<file path="config.mk">
export PLATFORM = sky130hd
export DESIGN_NAME = bus_init_seq
export DESIGN_NICKNAME = d
export VERILOG_FILES = /design/src/rtl/bus_init_pkg.sv /design/src/rtl/bus_init_cmd.sv /design/src/rtl/bus_init_tmo.sv /design/src/rtl/bus_init_snoop.sv /design/src/rtl/bus_init_seq.sv
export SDC_FILE = /design/constraint.sdc
export NUM_CORES = 1
export LEC_CHECK = 0
export BUFFER_PORTS_ARGS = -buffer_cell sky130_fd_sc_hd__buf_2
export CAP_MARGIN = 20
export CORE_ASPECT_RATIO = 1.4
export CORE_MARGIN = 5
export CORE_UTILIZATION = 50
export DETAILED_ROUTE_END_ITERATION = 8
export GPL_ROUTABILITY_DRIVEN = 0
export PLACE_DENSITY = 0.92
export SETUP_SLACK_MARGIN = 0.2
export SLEW_MARGIN = 30
export SYNTH_ARGS = -nofsm -noshare
export SYNTH_HDL_FRONTEND = slang
export SYNTH_HIERARCHICAL = 1
export SYNTH_SLANG_ARGS = --single-unit
</file>
<file path="constraint.sdc">
create_clock -name clk -period 3.38 [get_ports clk]
set_input_delay 0.338 -clock clk [delete_from_list [all_inputs] [get_ports clk]]
set_output_delay 0.338 -clock clk [all_outputs]
set_load 0.01 [all_outputs]
</file>
<file path="src/rtl/bus_init_pkg.sv">
// Shared types for the bus initiator sequencer.
// Assumes a 32-bit multiplexed bus with a 4-bit command/byte-enable field.
package bus_init_pkg;

    typedef enum logic [2:0] {
        ST_IDLE,
        ST_ADDR_PREP,
        ST_ADDR_DRIVE,
        ST_DATA,
        ST_TURN,
        ST_DROP
    } seq_state_e;

    typedef enum logic [1:0] {
        OUT_DONE,
        OUT_RETRY,
        OUT_TABORT,
        OUT_MABORT
    } outcome_e;

endpackage

</file>
<file path="src/rtl/bus_init_cmd.sv">
// Command encoder: maps the space select and the direction to a 4-bit bus command.
// Assumes only single memory and I/O transfers are ever issued.
module bus_init_cmd (
    input  logic       mem_sel,
    input  logic       rd,
    output logic [3:0] cmd
);
    // Bit 2 picks memory space, bit 0 is set for writes.
    always_comb begin
        cmd = {1'b0, mem_sel, 1'b1, ~rd};
    end
endmodule

</file>
<file path="src/rtl/bus_init_tmo.sv">
// DEVSEL watchdog: counts data cycles and flags a master abort when no
// target has claimed the cycle by the last one of LIMIT data cycles.
// Assumes arm is high in the cycle before the first data cycle.
module bus_init_tmo #(
    parameter int LIMIT = 6
) (
    input  logic clk,
    input  logic rst_n,
    input  logic arm,
    input  logic run,
    input  logic devsel_n,
    output logic seen,
    output logic expired
);
    localparam int CNT_W = (LIMIT > 1) ? $clog2(LIMIT) : 1;
    localparam logic [CNT_W-1:0] LAST = CNT_W'(LIMIT - 1);

    logic [CNT_W-1:0] cnt_q;
    logic             seen_q;

    // Count data cycles and remember any DEVSEL claim since arming.
    always_ff @(posedge clk) begin
        if (!rst_n || arm) begin
            cnt_q  <= '0;
            seen_q <= 1'b0;
        end else if (run) begin
            if (cnt_q != LAST) cnt_q <= cnt_q + 1'b1;
            if (!devsel_n)     seen_q <= 1'b1;
        end
    end

    // Abort only on the last window cycle with no claim now or before.
    always_comb begin
        seen    = seen_q;
        expired = run && !seen_q && devsel_n && (cnt_q == LAST);
    end
endmodule

</file>
<file path="src/rtl/bus_init_snoop.sv">
// Configuration snoop: recognises an address phase that is a type-0
// configuration read or write aimed at this device.
// Assumes the command field is at least 4 bits wide.
module bus_init_snoop #(
    parameter int CBE_W = 4
) (
    input  logic             frame_n,
    input  logic             idsel,
    input  logic [CBE_W-1:0] cbe_n,
    input  logic [1:0]       ad_low,
    output logic             hit
);
    // Commands 1010 and 1011 differ only in bit 0.
    always_comb begin
        hit = !frame_n && idsel && (cbe_n[3:1] == 3'b101) && (ad_low == 2'b00);
    end
endmodule

</file>
<file path="src/rtl/bus_init_seq.sv">
// Single-phase bus initiator sequencer (top).
// Runs one address phase and one data phase per back-end request, reports
// the outcome with a one-cycle acknowledge, and yields to configuration
// cycles aimed at this device. Bus pins are value/enable pairs; parity is
// handled elsewhere. Assumes the back-end drops its request on acknowledge.
module bus_init_seq
    import bus_init_pkg::*;
#(
    parameter int DATA_W       = 32,
    parameter int DEVSEL_LIMIT = 6
) (
    input  logic              clk,
    input  logic              rst_n,
    input  logic              be_req_n,
    input  logic              be_mem_sel,
    input  logic              be_rd,
    input  logic [DATA_W-1:0] be_addr,
    input  logic [DATA_W-1:0] be_wdata,
    input  logic [DATA_W/8-1:0] be_byte_en_n,
    output logic              be_ack_n,
    output logic              be_mabort_n,
    output logic              be_retry_n,
    output logic              be_tabort_n,
    output logic              be_cfg,
    output logic [DATA_W-1:0] be_rdata,
    input  logic              gnt_n,
    output logic              req_n,
    input  logic              frame_n_i,
    output logic              frame_n_o,
    output logic              frame_oe,
    input  logic              irdy_n_i,
    output logic              irdy_n_o,
    output logic              irdy_oe,
    input  logic              devsel_n_i,
    input  logic              trdy_n_i,
    input  logic              stop_n_i,
    input  logic              idsel_i,
    input  logic [DATA_W-1:0] ad_i,
    output logic [DATA_W-1:0] ad_o,
    output logic              ad_oe,
    input  logic [DATA_W/8-1:0] cbe_n_i,
    output logic [DATA_W/8-1:0] cbe_n_o,
    output logic              cbe_oe
);
    localparam int CBE_W = DATA_W / 8;

    seq_state_e        state_q, state_d;
    outcome_e          outcome_q, outcome_d;
    logic [DATA_W-1:0] addr_q, wdata_q, rdata_q;
    logic [CBE_W-1:0]  be_q, cmd_q;
    logic              rd_q;
    logic [3:0]        cmd_w;
    logic              snoop_hit, start, launch, phase_end;
    logic              devsel_seen, tmo_expired, in_data;

    bus_init_cmd u_cmd (
        .mem_sel (be_mem_sel),
        .rd      (be_rd),
        .cmd     (cmd_w)
    );

    bus_init_snoop #(.CBE_W(CBE_W)) u_snoop (
        .frame_n (frame_n_i),
        .idsel   (idsel_i),
        .cbe_n   (cbe_n_i),
        .ad_low  (ad_i[1:0]),
        .hit     (snoop_hit)
    );

    bus_init_tmo #(.LIMIT(DEVSEL_LIMIT)) u_tmo (
        .clk      (clk),
        .rst_n    (rst_n),
        .arm      (state_q == ST_ADDR_DRIVE),
        .run      (in_data),
        .devsel_n (devsel_n_i),
        .seen     (devsel_seen),
        .expired  (tmo_expired)
    );

    // Start and launch qualifiers.
    always_comb begin
        in_data = (state_q == ST_DATA);
        start   = !be_req_n && !gnt_n && irdy_n_i;
        launch  = (state_q == ST_IDLE) && !snoop_hit && start;
    end

    // Decide how a data cycle ends: completion, retry, target abort, timeout.
    always_comb begin
        phase_end = 1'b0;
        outcome_d = OUT_DONE;
        if (!devsel_n_i && !trdy_n_i) begin
            phase_end = 1'b1;
            outcome_d = OUT_DONE;
        end else if (!stop_n_i && !devsel_n_i) begin
            phase_end = 1'b1;
            outcome_d = OUT_RETRY;
        end else if (!stop_n_i && devsel_seen) begin
            phase_end = 1'b1;
            outcome_d = OUT_TABORT;
        end else if (tmo_expired) begin
            phase_end = 1'b1;
            outcome_d = OUT_MABORT;
        end
    end

    // Next-state logic of the sequencer.
    always_comb begin
        state_d = state_q;
        case (state_q)
            ST_IDLE: begin
                if (snoop_hit)  state_d = ST_DROP;
                else if (start) state_d = ST_ADDR_PREP;
            end
            ST_ADDR_PREP:  state_d = ST_ADDR_DRIVE;
            ST_ADDR_DRIVE: state_d = ST_DATA;
            ST_DATA:       if (phase_end) state_d = ST_TURN;
            ST_TURN:       state_d = ST_IDLE;
            ST_DROP:       if (be_req_n) state_d = ST_IDLE;
            default:       state_d = ST_IDLE;
        endcase
    end

    // State register.
    always_ff @(posedge clk) begin
        if (!rst_n) state_q <= ST_IDLE;
        else        state_q <= state_d;
    end

    // Latch the back-end request at launch so the bus sees stable values.
    always_ff @(posedge clk) begin
        if (!rst_n) begin
            addr_q  <= '0;
            wdata_q <= '0;
            be_q    <= '0;
            cmd_q   <= '0;
            rd_q    <= 1'b0;
        end else if (launch) begin
            addr_q  <= be_addr;
            wdata_q <= be_wdata;
            be_q    <= be_byte_en_n;
            cmd_q   <= CBE_W'(cmd_w);
            rd_q    <= be_rd;
        end
    end

    // Record the outcome and read data when the data phase ends.
    always_ff @(posedge clk) begin
        if (!rst_n) begin
            outcome_q <= OUT_DONE;
            rdata_q   <= '0;
        end else if (in_data && phase_end) begin
            outcome_q <= outcome_d;
            if (rd_q && outcome_d == OUT_DONE) rdata_q <= ad_i;
        end
    end

    // Drive bus and back-end outputs from the current state.
    always_comb begin
        frame_oe    = 1'b0;
        frame_n_o   = 1'b1;
        irdy_oe     = 1'b0;
        irdy_n_o    = 1'b1;
        ad_oe       = 1'b0;
        ad_o        = '0;
        cbe_oe      = 1'b0;
        cbe_n_o     = '0;
        be_ack_n    = 1'b1;
        be_mabort_n = 1'b1;
        be_retry_n  = 1'b1;
        be_tabort_n = 1'b1;
        be_cfg      = 1'b0;
        case (state_q)
            ST_IDLE: begin
                ad_oe  = !gnt_n && be_req_n;
                cbe_oe = !gnt_n && be_req_n;
            end
            ST_ADDR_PREP: begin
                frame_oe = 1'b1;
                irdy_oe  = 1'b1;
                ad_oe    = 1'b1;
                cbe_oe   = 1'b1;
            end
            ST_ADDR_DRIVE: begin
                frame_oe  = 1'b1;
                frame_n_o = 1'b0;
                irdy_oe   = 1'b1;
                ad_oe     = 1'b1;
                ad_o      = addr_q;
                cbe_oe    = 1'b1;
                cbe_n_o   = cmd_q;
            end
            ST_DATA: begin
                frame_oe = 1'b1;
                irdy_oe  = 1'b1;
                irdy_n_o = 1'b0;
                ad_oe    = !rd_q;
                ad_o     = wdata_q;
                cbe_oe   = 1'b1;
                cbe_n_o  = be_q;
            end
            ST_TURN: begin
                irdy_oe     = 1'b1;
                be_ack_n    = 1'b0;
                be_mabort_n = (outcome_q != OUT_MABORT);
                be_retry_n  = (outcome_q != OUT_RETRY);
                be_tabort_n = (outcome_q != OUT_TABORT);
            end
            ST_DROP: be_cfg = 1'b1;
            default: ;
        endcase
    end

    // Bus request follows the back-end until the address has gone out.
    always_comb begin
        req_n = !(!be_req_n && (state_q == ST_IDLE || state_q == ST_ADDR_PREP ||
                                state_q == ST_ADDR_DRIVE));
        be_rdata = rdata_q;
    end
endmodule

</file>
* Yosys cells after proc, flatten, opt, wreduce, memory -nomap -nowiden
Index checks and enable logic that the tools add are counted.
** Cells by class
- $add $sub $neg :: 1
- Eq/ne operators :: 14
- Mux-type cells :: 26
- Bitwise gates (word level) :: 2
- Reductions and logical operators :: 41
** Operator list (count)
- 32-bit case mux with 2 select lines :: 1
- 1-bit logical AND :: 17
- 3-bit case mux with 5 select lines :: 1
- 1-bit two-way mux :: 13
- 3-bit equality test, second input constant :: 4
- 3-bit two-way mux :: 4
- 1-bit zero test :: 11
- 2-bit two-way mux :: 4
- 2-bit != test, second input constant :: 4
- 4-bit case mux with 2 select lines :: 1
- 3-bit by 2-bit equality test with 1-bit output, second input constant :: 2
- 3-bit != test, second input constant :: 2
- 2-bit AND reduction :: 3
- 2-bit zero test :: 2
- 4-bit OR reduction :: 1
- 3-bit by 1-bit adder with 3-bit output, second input constant :: 1
- 3-bit by 1-bit equality test with 1-bit output, second input constant :: 1
- 3-bit zero test :: 1
- 1-bit logical OR :: 3
- 1-bit case mux with 3 select lines :: 1
- 3-bit AND reduction :: 1
- 3-bit OR reduction :: 1
- 2-bit by 1-bit != test with 1-bit output, second input constant :: 1
- 1-bit inverter :: 2
- 2 further kinds :: 2
** Storage, ports and cells
- Flip-flop bits (word level) :: 113
- Word-level logic and storage cells :: 94

* Logic depth before layout (Yosys ltp)
Gate-level depths: netlist (run 1).
- Depth after elaboration :: 11
- Gate-level depth with buffers :: 10

* By module
The synthesis (run 1) kept the hierarchy.
** By module, submodules not included
- bus_init_seq :: instances 1, cells an instance 558, area each 4825.9 µm², seq. area each 2202.1 µm²
- bus_init_tmo :: instances 1, cells an instance 23, area each 225.2 µm², seq. area each 80.1 µm²
- bus_init_cmd :: instances 1, cells an instance 6, area each 33.8 µm², seq. area each 0.0 µm²
- bus_init_snoop :: instances 1, cells an instance 2, area each 18.8 µm², seq. area each 0.0 µm²

* Worst setup path before layout (run 1)
Ideal clock, no wire load.
- Kind :: register to register
- From :: reg state_q[2]
- To :: reg outcome_q[0]
- Arrival time :: 1.853 ns
- Required time :: 3.293 ns
- Setup slack :: 1.440 ns
- Cell stages (with the launch flop) :: 11
- Buffers on the path :: 3
- Period minus slack after synthesis :: 1.940 ns
- Cell sequence :: dfxtp_1 buf_6 and3b_1 buf_4 clkbuf_1 nand4_1 nor2_1 inv_1 o21ai_0 o2111ai_1 o31ai_1
** Between the ends
- Longest elaborated chain between the ends :: 9
- Elaborated cells between the ends (all ways) :: 13
- Classes of those cells :: 1 x eq/ne; 8 x mux; 4 x reduce/logical
** Ends and longest elaborated chain
- from (decl) :: RTL line bus_init_seq.sv:47 : seq_state_e state_q, state_d;
- from (signal assigned) :: RTL line bus_init_seq.sv:126 : else state_q <= state_d;
- 3-bit by 2-bit equality test with 1-bit output * :: RTL line bus_init_seq.sv:82 : in_data = (state_q == ST_DATA);
- named net in_data :: RTL line bus_init_seq.sv:54 : logic devsel_seen, tmo_expired, in_data;
- 1-bit logical AND * (3 in series) :: RTL line bus_init_tmo.sv:35 : expired = run && !seen_q && devsel_n && (cnt_q == LAST);
- named net tmo_expired :: RTL line bus_init_seq.sv:54
- 1-bit two-way mux :: RTL line bus_init_seq.sv:100 : end else if (tmo_expired) begin
- 1-bit two-way mux :: RTL line bus_init_seq.sv:97 : end else if (!stop_n_i && devsel_seen) begin
- 1-bit two-way mux :: RTL line bus_init_seq.sv:94 : end else if (!stop_n_i && !devsel_n_i) begin
- 1-bit two-way mux :: RTL line bus_init_seq.sv:91 : if (!devsel_n_i && !trdy_n_i) begin
- 1-bit logical AND :: RTL line bus_init_seq.sv:151 : end else if (in_data && phase_end) begin
- to (signal assigned) :: RTL line bus_init_seq.sv:152 : outcome_q <= outcome_d;
- to (decl) :: RTL line bus_init_seq.sv:48 : outcome_e outcome_q, outcome_d;
Mark *: on every way through the listed nets, which the timed path passes. The rest lies on a longest branch.
A chain may end at the register's enable or synchronous reset.

* Worst setup path in the final report (run 1)
- From :: reg state_q[0]
- To :: out ad_o[14]
** Between the ends
- Longest elaborated chain between the ends :: 2
- Elaborated cells between the ends (all ways) :: 3
- Classes of those cells :: 2 x eq/ne; 1 x mux
** Ends and longest elaborated chain
- 3-bit by 2-bit equality test with 1-bit output :: RTL line bus_init_seq.sv:172 : case (state_q)
- 32-bit case mux with 2 select lines * :: RTL line bus_init_seq.sv:172
- to (decl) :: RTL line bus_init_seq.sv:39 : output logic [DATA_W-1:0] ad_o,
Mark *: on every way between the ends. The rest lies on a longest branch, timed or not.

==> metrics, run 1 <==
worst skew pair latency=0.39 ns; crit path buf inv count=2; I/O pin count=196; cell breakdown of the critical path=and3b_2 > buf_4 > a22o_1 > buf_2; TNS Setup=0 ns; footprint of the multi-input gates=2472 um2; wire per inst=14.08 um; # DRC=0; top_reg_cell synth=dfxtp_1; Die Y=129.5 um; number of nets with antenna violations after routing=0; Syn Area/Cell=8.665 um2; Period minus WS final=2.286 ns; RSZ-0062 raised after global routing=no; largest net degree at the start of global routing=76; Initial Util=51.28%; CP max stage cell=dfxtp_1; CP Launch Type=flip-flop; Crit path largest cell delay=0.47 ns; Pwr per Cell Area=569.6 nW/um2; Slew Viols, Final=0; #FFs+latches synth=114; Worst VDD drop=0.0003688 V; status=finished clean; FILL cells=855; final setup vio count=0; vias post-DR=4615; setup bufs post-CTS=0; core footprint=9953 um2; skew final=0.007426 ns; Max-Cap Viols=0; CTS Buffer Depth=2; syn_nets=707; H-tree depth reported by CTS=4; Crit path max-delay family=buffers and inverters; remaining global-route overflow=0; TritonRoute pass-1 iters=4; leak pwr=2.823 nW; worst hold path class=primary input to flip-flop; die area=12360 um2; Yosys cell types=49; Mapped Area=5104 um2; nets@finish=875; Clock Root Buffer=clkbuf_16; critical path class=flip-flop to output pin; CTS tree=done; Seq/Total Area, Yosys=44.72%; initial antenna violation count=0; fraction of layout cells with a size suffix above 1=35.85%; GRT Total Usage=20.23%; buffers added on ports=194; Critical Path Sink Type=output pin; first-pass GRT wire length=19800 um; CP max FO=44; Worst-path clk slew=0.05 ns; ys async rst share=0%; ANT cells=0; Rel. slew slack=42.12%; vias per cell=5.116; register area=2282 um2; HPWL Detailed=8931 um; Crit path arrival time=1.95 ns; die width=95.39 um; number of flops mapped to enable cells by yosys=0; minimum hold slack=0.1805 ns; vias in the first global route=4357; area grow syn2layout=27.70%; TritonCTS buffer count=17; CTS resizes=0; num rows=43; hold buffer count at cts=0; final hold vios=0; Syn. warnings=6; Final period util=67.65%; overall routed net length=12700 um; DRT iter0 DRCs=156; Max Fclk=0.4374 GHz; Clock Sinks=114; worst slew pin tran=0.8682 ns; Syn Inst Count=589; Req. time, crit path=3.04 ns
Yosys cell counts (all sizes together), types with 2 or more instances:
master,number,area (um2)
buf,32,257.7
clkbuf,19,71.32
nand2b,4,25.02
a21oi,4,20.02
o211ai,2,15.01
nand2,181,679.4
dfxtp,114,2282
a21boi,75,566.8
mux2i,2,20.02
nor2b,2,12.51
nor2,8,37.54
conb,2,7.510
o21ai,35,295.3
and3b,2,17.52
nor3,2,10.01
a22o,36,315.3
ha,2,25.02
nand3,33,205.2
inv,8,30.03
and4b,2,20.02
or3b,3,26.28
nand3b,4,30.03
final cells by class:
cell class                 instances  area share (%)
multi-input combinational        416           37.93
sequential                       114           35.02
timing repair buffer             200           16.01
clock buffer                      23           7.487
tap                              135           2.592
clock inverter                     6          0.4991
inverter                           8          0.4607
placed cells by master (no fill, tap or decap), drive strengths merged, types with 2 or more instances in the layout:
| master | netlist | routed |
|---|---|---|
| a21boi | 75 | 75 |
| a21oi | 4 | 4 |
| a22o | 36 | 36 |
| and3b | 2 | 2 |
| and4b | 2 | 2 |
| buf | 32 | 200 |
| clkbuf | 19 | 23 |
| clkinv | 0 | 5 |
| conb | 2 | 2 |
| dfxtp | 114 | 114 |
| ha | 2 | 2 |
| inv | 8 | 8 |
| mux2i | 2 | 2 |
| nand2 | 181 | 181 |
| nand2b | 4 | 4 |
| nand3 | 33 | 33 |
| nand3b | 4 | 4 |
| nor2 | 8 | 8 |
| nor2b | 2 | 2 |
| nor3 | 2 | 2 |
| o211ai | 2 | 2 |
| o21ai | 35 | 35 |
| or3b | 3 | 3 |
power by group:
group	internal, mW	switching, mW	leakage (nW)
Combinational	0.258	0.396	1.64
Clock	0.993	0.561	0.260
Sequential	1.43	0.0726	0.922
worst reg2reg max path: stages, from the launching register on:
cell	delay, ns
dfxtp_1	0.47
and3b_2	0.25
buf_4	0.43
nand4_1	0.15
nor2_1	0.20
inv_1	0.08
o21ai_0	0.15
o2111ai_1	0.12
o31ai_1	0.25
per-layer routing:
layer / vias up / track usage [%] / routed length, um
li1: 2345 / - / -
met1: 2089 / 21.64 / 4929
met2: 163 / 36.08 / 6381
met3: 18 / 7.259 / 1162
met4: 0 / 7.538 / 228
met5: - / 0 / 0
cell families (layout without fill, tap and decap cells):
kind of cell             count (synthesis)  in the layout  synth area share, %
AO/OA/AOI/OAI                          159            159                24.91
XOR/XNOR                                 1              1               0.1716
adder cells (fa/ha/maj)                  2              2               0.4902
buffers and inverters                   59            237                7.036
flip-flops                             114            114                44.72
multiplexers                             2              2               0.3923
other                                    2              2               0.1471
AND/OR/NAND/NOR                        250            250                22.14
state kept, by name, summed over array words and instances, names as in the netlist, 2 cells and up:
signal / cells
addr_q: 32
be_q: 4
be_rdata: 32
cmd_q: 4
outcome_q: 2
state_q: 3
u_tmo/cnt_q: 3
wdata_q: 32
metrics by stage:
step | setup WS (ns) | instance area (um2) | total power [mW] | utilization (%) | cells
5_1_grt | 0.9484 | 6518 | 3.894 | 65.48 | 902
3_3_place_gp | 0.9721 | 5997 | 2.176 | 60.25 | 873
3_5_place_dp | 0.9428 | 5997 | 2.189 | 60.25 | 873
6_report | 1.094 | 6518 | 3.713 | 65.48 | 902
4_1_cts | 1.073 | 6518 | 3.755 | 65.48 | 902
2_1_floorplan | 1.440 | 5104 | 1.982 | - | 589
worst paths after layout:
kind	start	endpoint	slack, ns	cells past startpoint
worst max register to register	state_q[0]$_SDFFE_PN0P_	outcome_q[0]$_SDFFE_PN0P_	1.21	8
worst max-delay path	state_q[0]$_SDFFE_PN0P_	ad_o[14]	1.09	4
worst min register to register	addr_q[13]$_SDFFE_PN0P_	addr_q[13]$_SDFFE_PN0P_	0.45	2
worst min-delay path	be_wdata[20]	wdata_q[20]$_SDFFE_PN0P_	0.18	3
(Power assumes the default switching activity.)
==> run 2, diff against run 1 <==
--- a/config.mk
+++ b/config.mk
@@ -9,10 +9,10 @@
 export CAP_MARGIN = 20
 export CORE_ASPECT_RATIO = 1.4
 export CORE_MARGIN = 5
-export CORE_UTILIZATION = 50
+export CORE_UTILIZATION = 49
 export DETAILED_ROUTE_END_ITERATION = 8
 export GPL_ROUTABILITY_DRIVEN = 0
-export PLACE_DENSITY = 0.92
+export PLACE_DENSITY = 0.91
 export SETUP_SLACK_MARGIN = 0.2
 export SLEW_MARGIN = 30
 export SYNTH_ARGS = -nofsm -noshare
==> constraint.sdc (replaced) <==
create_clock -name clk -period 2.32 [get_ports clk]
set_input_delay 0.232 -clock clk [delete_from_list [all_inputs] [get_ports clk]]
set_output_delay 0.232 -clock clk [all_outputs]
set_load 0.01 [all_outputs]
==> metrics, run 2 (synthesis results as in run 1) <==
overall routed net length=12710 um (about the same); TritonRoute pass-1 iters=4 (unchanged); TritonCTS buffer count=17 (unchanged); vias post-DR=4593 (-0.48%); Clock Sinks=114 (unchanged); sw frac=26.42% (-1.3 points); first-pass GRT wire length=19930 um (+0.66%); I/O pin count=196 (unchanged); Max Fclk=0.5004 GHz; Clock Root Buffer=clkbuf_16; setup bufs post-CTS=0 (unchanged); Req. time, crit path=2.61 ns (-0.43 ns); area grow syn2layout=29.98%; core footprint=10290 um2 (+3.4%); vias in the first global route=4429 (+1.7%); vias per cell=5.053 (-1.2%); GRT Total Usage=19.96% (-0.27 points); buffers added on ports=194 (unchanged); P_sw=1.499 mW (+46%); Initial Util=49.57% (-1.7 points); CTS Buffer Depth=2 (unchanged); worst skew pair latency=0.39 ns (about the same); FILL cells=871 (+1.9%); die width=96.26 um (+0.91%); final hold vios=0 (unchanged); HPWL Detailed=8929 um (about the same); commonest non-fill, non-tap cell in the layout=buf_2; Critical Path Sink Type=flip-flop; Die Y=130.8 um (+0.94%); CP max FO=21 (-52%); Cell Int Power=4.175 mW (+56%); CTS tree=done; RSZ-0062 raised after global routing=no; skew final=0.007635 ns (+0.0002095 ns); post-place setup slack=0.2825 ns (-0.6603 ns); initial antenna violation count=0 (unchanged); Period minus WS final=1.998 ns; commonest non-fill, non-tap cells in the layout=193 x buf_2, 181 x nand2_1, 112 x dfxtp_1, 50 x a21boi_0, 36 x a22o_1; status=finished clean; Max-Cap Viols=0 (unchanged); post-route setup slack=0.3218 ns (-0.7718 ns); largest net degree at the start of global routing=74 (-2.6%); die area=12590 um2 (+1.9%); Final period util=86.13%; CTS resizes=0 (unchanged); power share of the sequential group=38.7% (-1.9 points); Comb power frac=17.5% (about the same); Slew Viols, Final=0 (unchanged); Crit path arrival time=2.29 ns (+0.34 ns); wire per inst=13.98 um (-0.73%); # DRC=0 (unchanged); fraction of layout cells with a size suffix above 1=36.06% (+0.20 points); num rows=44 (+2.3%); TNS Setup=0 ns (unchanged); number of nets with antenna violations after routing=0 (unchanged); Clock power frac=43.8% (+2.0 points); Worst-path clk slew=0.05 ns (about the same); nets@finish=877 (+0.23%); H-tree depth reported by CTS=4 (unchanged); ANT cells=0 (unchanged); hold path depth=3 (unchanged); Pwr per Cell Area=855.3 nW/um2 (+50%); Worst Reg2Reg Path Length in Cells=8 (unchanged); critical path class=flip-flop to flip-flop; worst hold path class=primary input to flip-flop; leak pwr=2.874 nW (+1.8%); DRT iter0 DRCs=186 (+19%); final setup vio count=0 (unchanged); remaining global-route overflow=0 (unchanged); hold buffer count at cts=0 (unchanged); CP Launch Type=flip-flop; Worst VDD drop=0.0005467 V (+48%)
==> run 2: cell count changes in the layout (fill, tap and decap cells not counted), sizes merged <==
| cell | before | now |
|---|---|---|
| clkinv | 5 | 3 |
| buf | 200 | 202 |
| clkinvlp | 1 | 0 |
| clkbuf | 23 | 26 |
| bufinv | 0 | 2 |
==> run 2: path summary, 6_finish.rpt <==
kind	slack, ns	startpoint	endpoint
hold / removal	0.07	be_wdata[20]	wdata_q[20]$_SDFFE_PN0P_
setup reg to reg	0.32	state_q[1]$_SDFFE_PN0P_	outcome_q[0]$_SDFFE_PN0P_
setup / recovery	0.32	state_q[1]$_SDFFE_PN0P_	outcome_q[0]$_SDFFE_PN0P_
hold reg to reg	0.45	be_rdata[28]$_SDFFE_PN0P_	be_rdata[28]$_SDFFE_PN0P_
==> run 2: power by group through the flow <==
stage / Sequential [mW] / Clock, mW / Combinational [mW]
after floorplan: 2.18 / 0 / 0.711
after global placement: 2.22 / 0 / 0.977
after detailed placement: 2.23 / 0 / 0.996
after CTS: 2.19 / 2.55 / 0.998
after global routing: 2.22 / 2.64 / 1.10
final: 2.20 / 2.48 / 0.992
==> run 2: layout make-up <==
| class | count | area [um2] | share of cell area [%] |
|---|---|---|---|
| sequential | 114 | 2285 | 34.44 |
| inverter | 8 | 30.03 | 0.4527 |
| tap | 138 | 172.7 | 2.603 |
| timing repair buffer | 202 | 1100 | 16.58 |
| multi-input combinational | 416 | 2472 | 37.27 |
| clock inverter | 5 | 75.07 | 1.132 |
| clock buffer | 26 | 499.2 | 7.525 |
==> run 2: worst max-delay path: stages, from the launching register on <==
cell and delay, ns:
dfxtp_1 0.45, and3b_2 0.28, buf_6 0.21, nand4_1 0.11, nor2_1 0.20, inv_1 0.08, o21ai_0 0.16, o2111ai_1 0.14
o31ai_1 0.28
==> run 2: per-stage QoR <==
stage / area [um2] / std cells / total power [mW] / hold WS, ns / util [%]
after CTS: 6628 / 909 / 5.735 / 0.06086 / 64.38
after global placement: 6053 / 878 / 3.201 / 0.4391 / 58.80
after floorplan: 5104 / 589 / 2.888 / 0.3668 / -
after global routing: 6634 / 909 / 5.956 / 0.06100 / 64.44
after detailed placement: 6053 / 878 / 3.227 / 0.4446 / 58.80
final: 6634 / 909 / 5.674 / 0.07413 / 64.44
==> run 2: routing by layer <==
layer	track usage, %	vias up	share of wire [%]
met5	0	-	0
met4	6.449	0	1.0
met3	7.331	12	8.8
met2	35.30	146	51
met1	21.85	2094	39
li1	-	2341	-
==> run 3, diff against run 2 <==
--- a/config.mk
+++ b/config.mk
@@ -5,11 +5,12 @@
 export SDC_FILE = /design/constraint.sdc
 export NUM_CORES = 1
 export LEC_CHECK = 0
+export ABC_AREA = 1
 export BUFFER_PORTS_ARGS = -buffer_cell sky130_fd_sc_hd__buf_2
-export CAP_MARGIN = 20
+export CAP_MARGIN = 15
 export CORE_ASPECT_RATIO = 1.4
 export CORE_MARGIN = 5
-export CORE_UTILIZATION = 49
+export CORE_UTILIZATION = 48
 export DETAILED_ROUTE_END_ITERATION = 8
 export GPL_ROUTABILITY_DRIVEN = 0
 export PLACE_DENSITY = 0.91
==> metrics, run 3 <==
Synth area leader=dfxtp_1; sw frac=29.11% (+2.7 points); area grow syn2layout=31.24%; Clock Root Buffer=clkbuf_16; num rows=43 (-2.3%); CP Launch Point=state_q[0]$_SDFFE_PN0P_; commonest non-fill, non-tap cell in the layout=buf_2; HPWL Detailed=8888 um (-0.46%); final hold vios=0 (unchanged); worst slew pin tran=0.6363 ns; Mapped Area=4830 um2 (-5.4%); Initial Util=48.79% (-0.79 points); TritonRoute pass-1 iters=5 (+1); Period minus WS final=1.996 ns (-0.002101 ns); TNS Setup=0 ns (unchanged); die area=12200 um2 (-3.1%); Req. time, crit path=2.09 ns (-0.52 ns); I/O pin count=196 (unchanged); Cell Int Power=4.242 mW (+1.6%); wire per inst=13.55 um (-3.0%); final setup vio count=0 (unchanged); Clock Sinks=114 (unchanged); fraction of layout cells with a size suffix above 1=30.15% (-5.9 points); vias in the first global route=4439 (+0.23%); Crit path arrival time=1.76 ns (-0.53 ns); commonest non-fill, non-tap cells in the layout=194 x buf_2, 170 x nor2_1, 114 x dfxtp_1, 67 x o21ai_0, 59 x inv_1; top-count cell post-synth=nor2_1; TritonCTS buffer count=17 (unchanged); leak pwr=3.107 nW (+8.1%); Core Util, Final=64.03% (-0.41 points); Pwr per Cell Area=944.1 nW/um2 (+10%); DRT iter0 DRCs=240 (+29%); GRT Total Usage=21.03% (+1.1 points); Comb power frac=18.5% (+1.0 points); syn_nets=741 (+4.8%); P_sw=1.742 mW (+16%); Final period util=86.04% (-0.091 points); RSZ-0062 raised after global routing=no; top_reg_cell synth=dfxtp_1; ys async rst share=0% (unchanged); Seq/Total Area, Yosys=47.25% (+2.5 points); number of nets with antenna violations after routing=0 (unchanged); minimum hold slack=0.05210 ns (-0.02204 ns); cell types with the highest counts after synthesis=170 x nor2_1, 114 x dfxtp_1, 67 x o21ai_0; remaining global-route overflow=0 (unchanged); H-tree depth reported by CTS=4 (unchanged); worst hold path class=primary input to flip-flop; Worst Hold Launch=be_addr[12]; Max Fclk=0.5010 GHz (+0.11%); vias post-DR=4706 (+2.5%); skew final=0.007133 ns (-0.0005025 ns); post-synth top area share=47.25% (+2.5 points); overall routed net length=12900 um (+1.6%); status=finished clean; Syn Area/Cell=7.752 um2 (-11%); Syn. warnings=6 (unchanged); initial antenna violation count=1 (+1); nets@finish=921 (+5.0%); Clock power frac=43.0% (-0.8 points); Die Y=128.7 um (-1.6%); power share of the sequential group=38.5% (-0.2 points); dominant cells by area after synthesis=dfxtp_1 47%, nor2_1 13%, o21ai_0 6.9%; # DRC=0 (unchanged); first-pass GRT wire length=20410 um (+2.4%); vias per cell=4.943 (-2.2%); Rel. slew slack=57.58%; #FFs+latches synth=114 (unchanged); die width=94.78 um (-1.5%); Max-Cap Viols=0 (unchanged); Worst VDD drop=0.0007340 V (+34%); critical path class=flip-flop to output pin; number of flops mapped to enable cells by yosys=0 (unchanged); core footprint=9899 um2 (-3.8%); CP Launch Type=flip-flop; Yosys cell types=29 (-41%); CTS tree=done; Critical Path Sink Type=output pin; largest net degree at the start of global routing=74 (unchanged); buffers added on ports=194 (unchanged); Reg-to-Reg Start=state_q[0]$_SDFFE_PN0P_; CP max FO=38 (+81%); Slew Viols, Final=0 (unchanged); Syn Inst Count=623 (+5.8%); CTS Buffer Depth=2 (unchanged); Final Power=5.984 mW (+5.5%); Worst-path clk slew=0.05 ns (about the same); worst skew pair latency=0.40 ns (about the same)
==> run 3: cell count changes in the layout (fill, tap and decap cells not counted), moves of 32 or more <==
cell      change
nand2_1     -154
o21ai_1      +41
a21oi_1      +34
nor2_1      +163
o21ai_2      -32
inv_1        +52
o21ai_0      +64
a21boi_0     -50
==> run 3: area by class of cell <==
| type | instances | area (um2) |
|---|---|---|
| Fill cell | 861 | 3561 |
| Antenna cell | 1 | 2.502 |
| Multi-Input combinational cell | 404 | 1966 |
| Sequential cell | 114 | 2282 |
| Inverter | 62 | 232.7 |
| Timing Repair Buffer | 204 | 1087 |
| Clock buffer | 20 | 466.7 |
| Tap cell | 135 | 168.9 |
| Clock inverter | 12 | 132.6 |
==> run 3: path summary, 6_finish.rpt <==
path	endpoint	slack (ns)	cells past startpoint
worst max-delay path	cbe_n_o[2]	0.32	5
worst min-delay path	addr_q[12]$_SDFFE_PN0P_	0.05	3
worst max register to register	be_rdata[13]$_SDFFE_PN0P_	0.58	7
worst min register to register	be_rdata[16]$_SDFFE_PN0P_	0.44	2
==> run 3: layer usage <==
| metal | GRT usage, % | wire (um) | up-vias |
|---|---|---|---|
| met4 | 9.006 | 243 | 0 |
| met5 | 0 | 0 | - |
| met2 | 35.76 | 6417 | 187 |
| met1 | 23.31 | 4958 | 2112 |
| li1 | - | - | 2384 |
| met3 | 7.895 | 1283 | 23 |
==> run 3: kinds of logic after synthesis <==
family,Yosys count,synth area share [%]
AND/OR/NAND/NOR,216,18.06
flip-flops,114,47.25
other,2,0.1555
buffers and inverters,105,12.05
AO/OA/AOI/OAI,184,21.97
adder cells (fa/ha/maj),2,0.5181
==> run 3: critical path, cell delays in order, from the launching register on <==
cell and delay (ns):
dfxtp_1 0.41, nand2_1 0.15, nor2_4 0.21, buf_12 0.23, a22o_1 0.20, buf_2 0.15
==> run 3: stage by stage <==
| step | setup WS [ns] | std cells | cell area, um2 |
|---|---|---|---|
| after detailed placement | 0.5728 | 917 | 5718 |
| after floorplan | 0.7291 | 623 | 4830 |
| after global routing | 0.2179 | 952 | 6339 |
| after CTS | 0.2024 | 951 | 6332 |
| final | 0.3239 | 952 | 6339 |
| after global placement | 0.6070 | 917 | 5718 |
==> run 3: what timing repair did <==
action                                  CTS  global route
resized for setup                         0             1
hold buffers                              0             0
endpoints found under the setup margin    2            36
pin swaps                                 1             0
setup buffers                             2             0
==> run 3: power groups by stage <==
| stage | Sequential, mW | Clock [mW] | Combinational (mW) |
|---|---|---|---|
| 4_1_cts | 2.30 | 2.62 | 1.11 |
| 6_report | 2.30 | 2.57 | 1.11 |
| 3_3_place_gp | 2.33 | 0 | 1.07 |
| 5_1_grt | 2.33 | 2.71 | 1.24 |
| 3_5_place_dp | 2.34 | 0 | 1.08 |
| 2_1_floorplan | 2.31 | 0 | 0.777 |
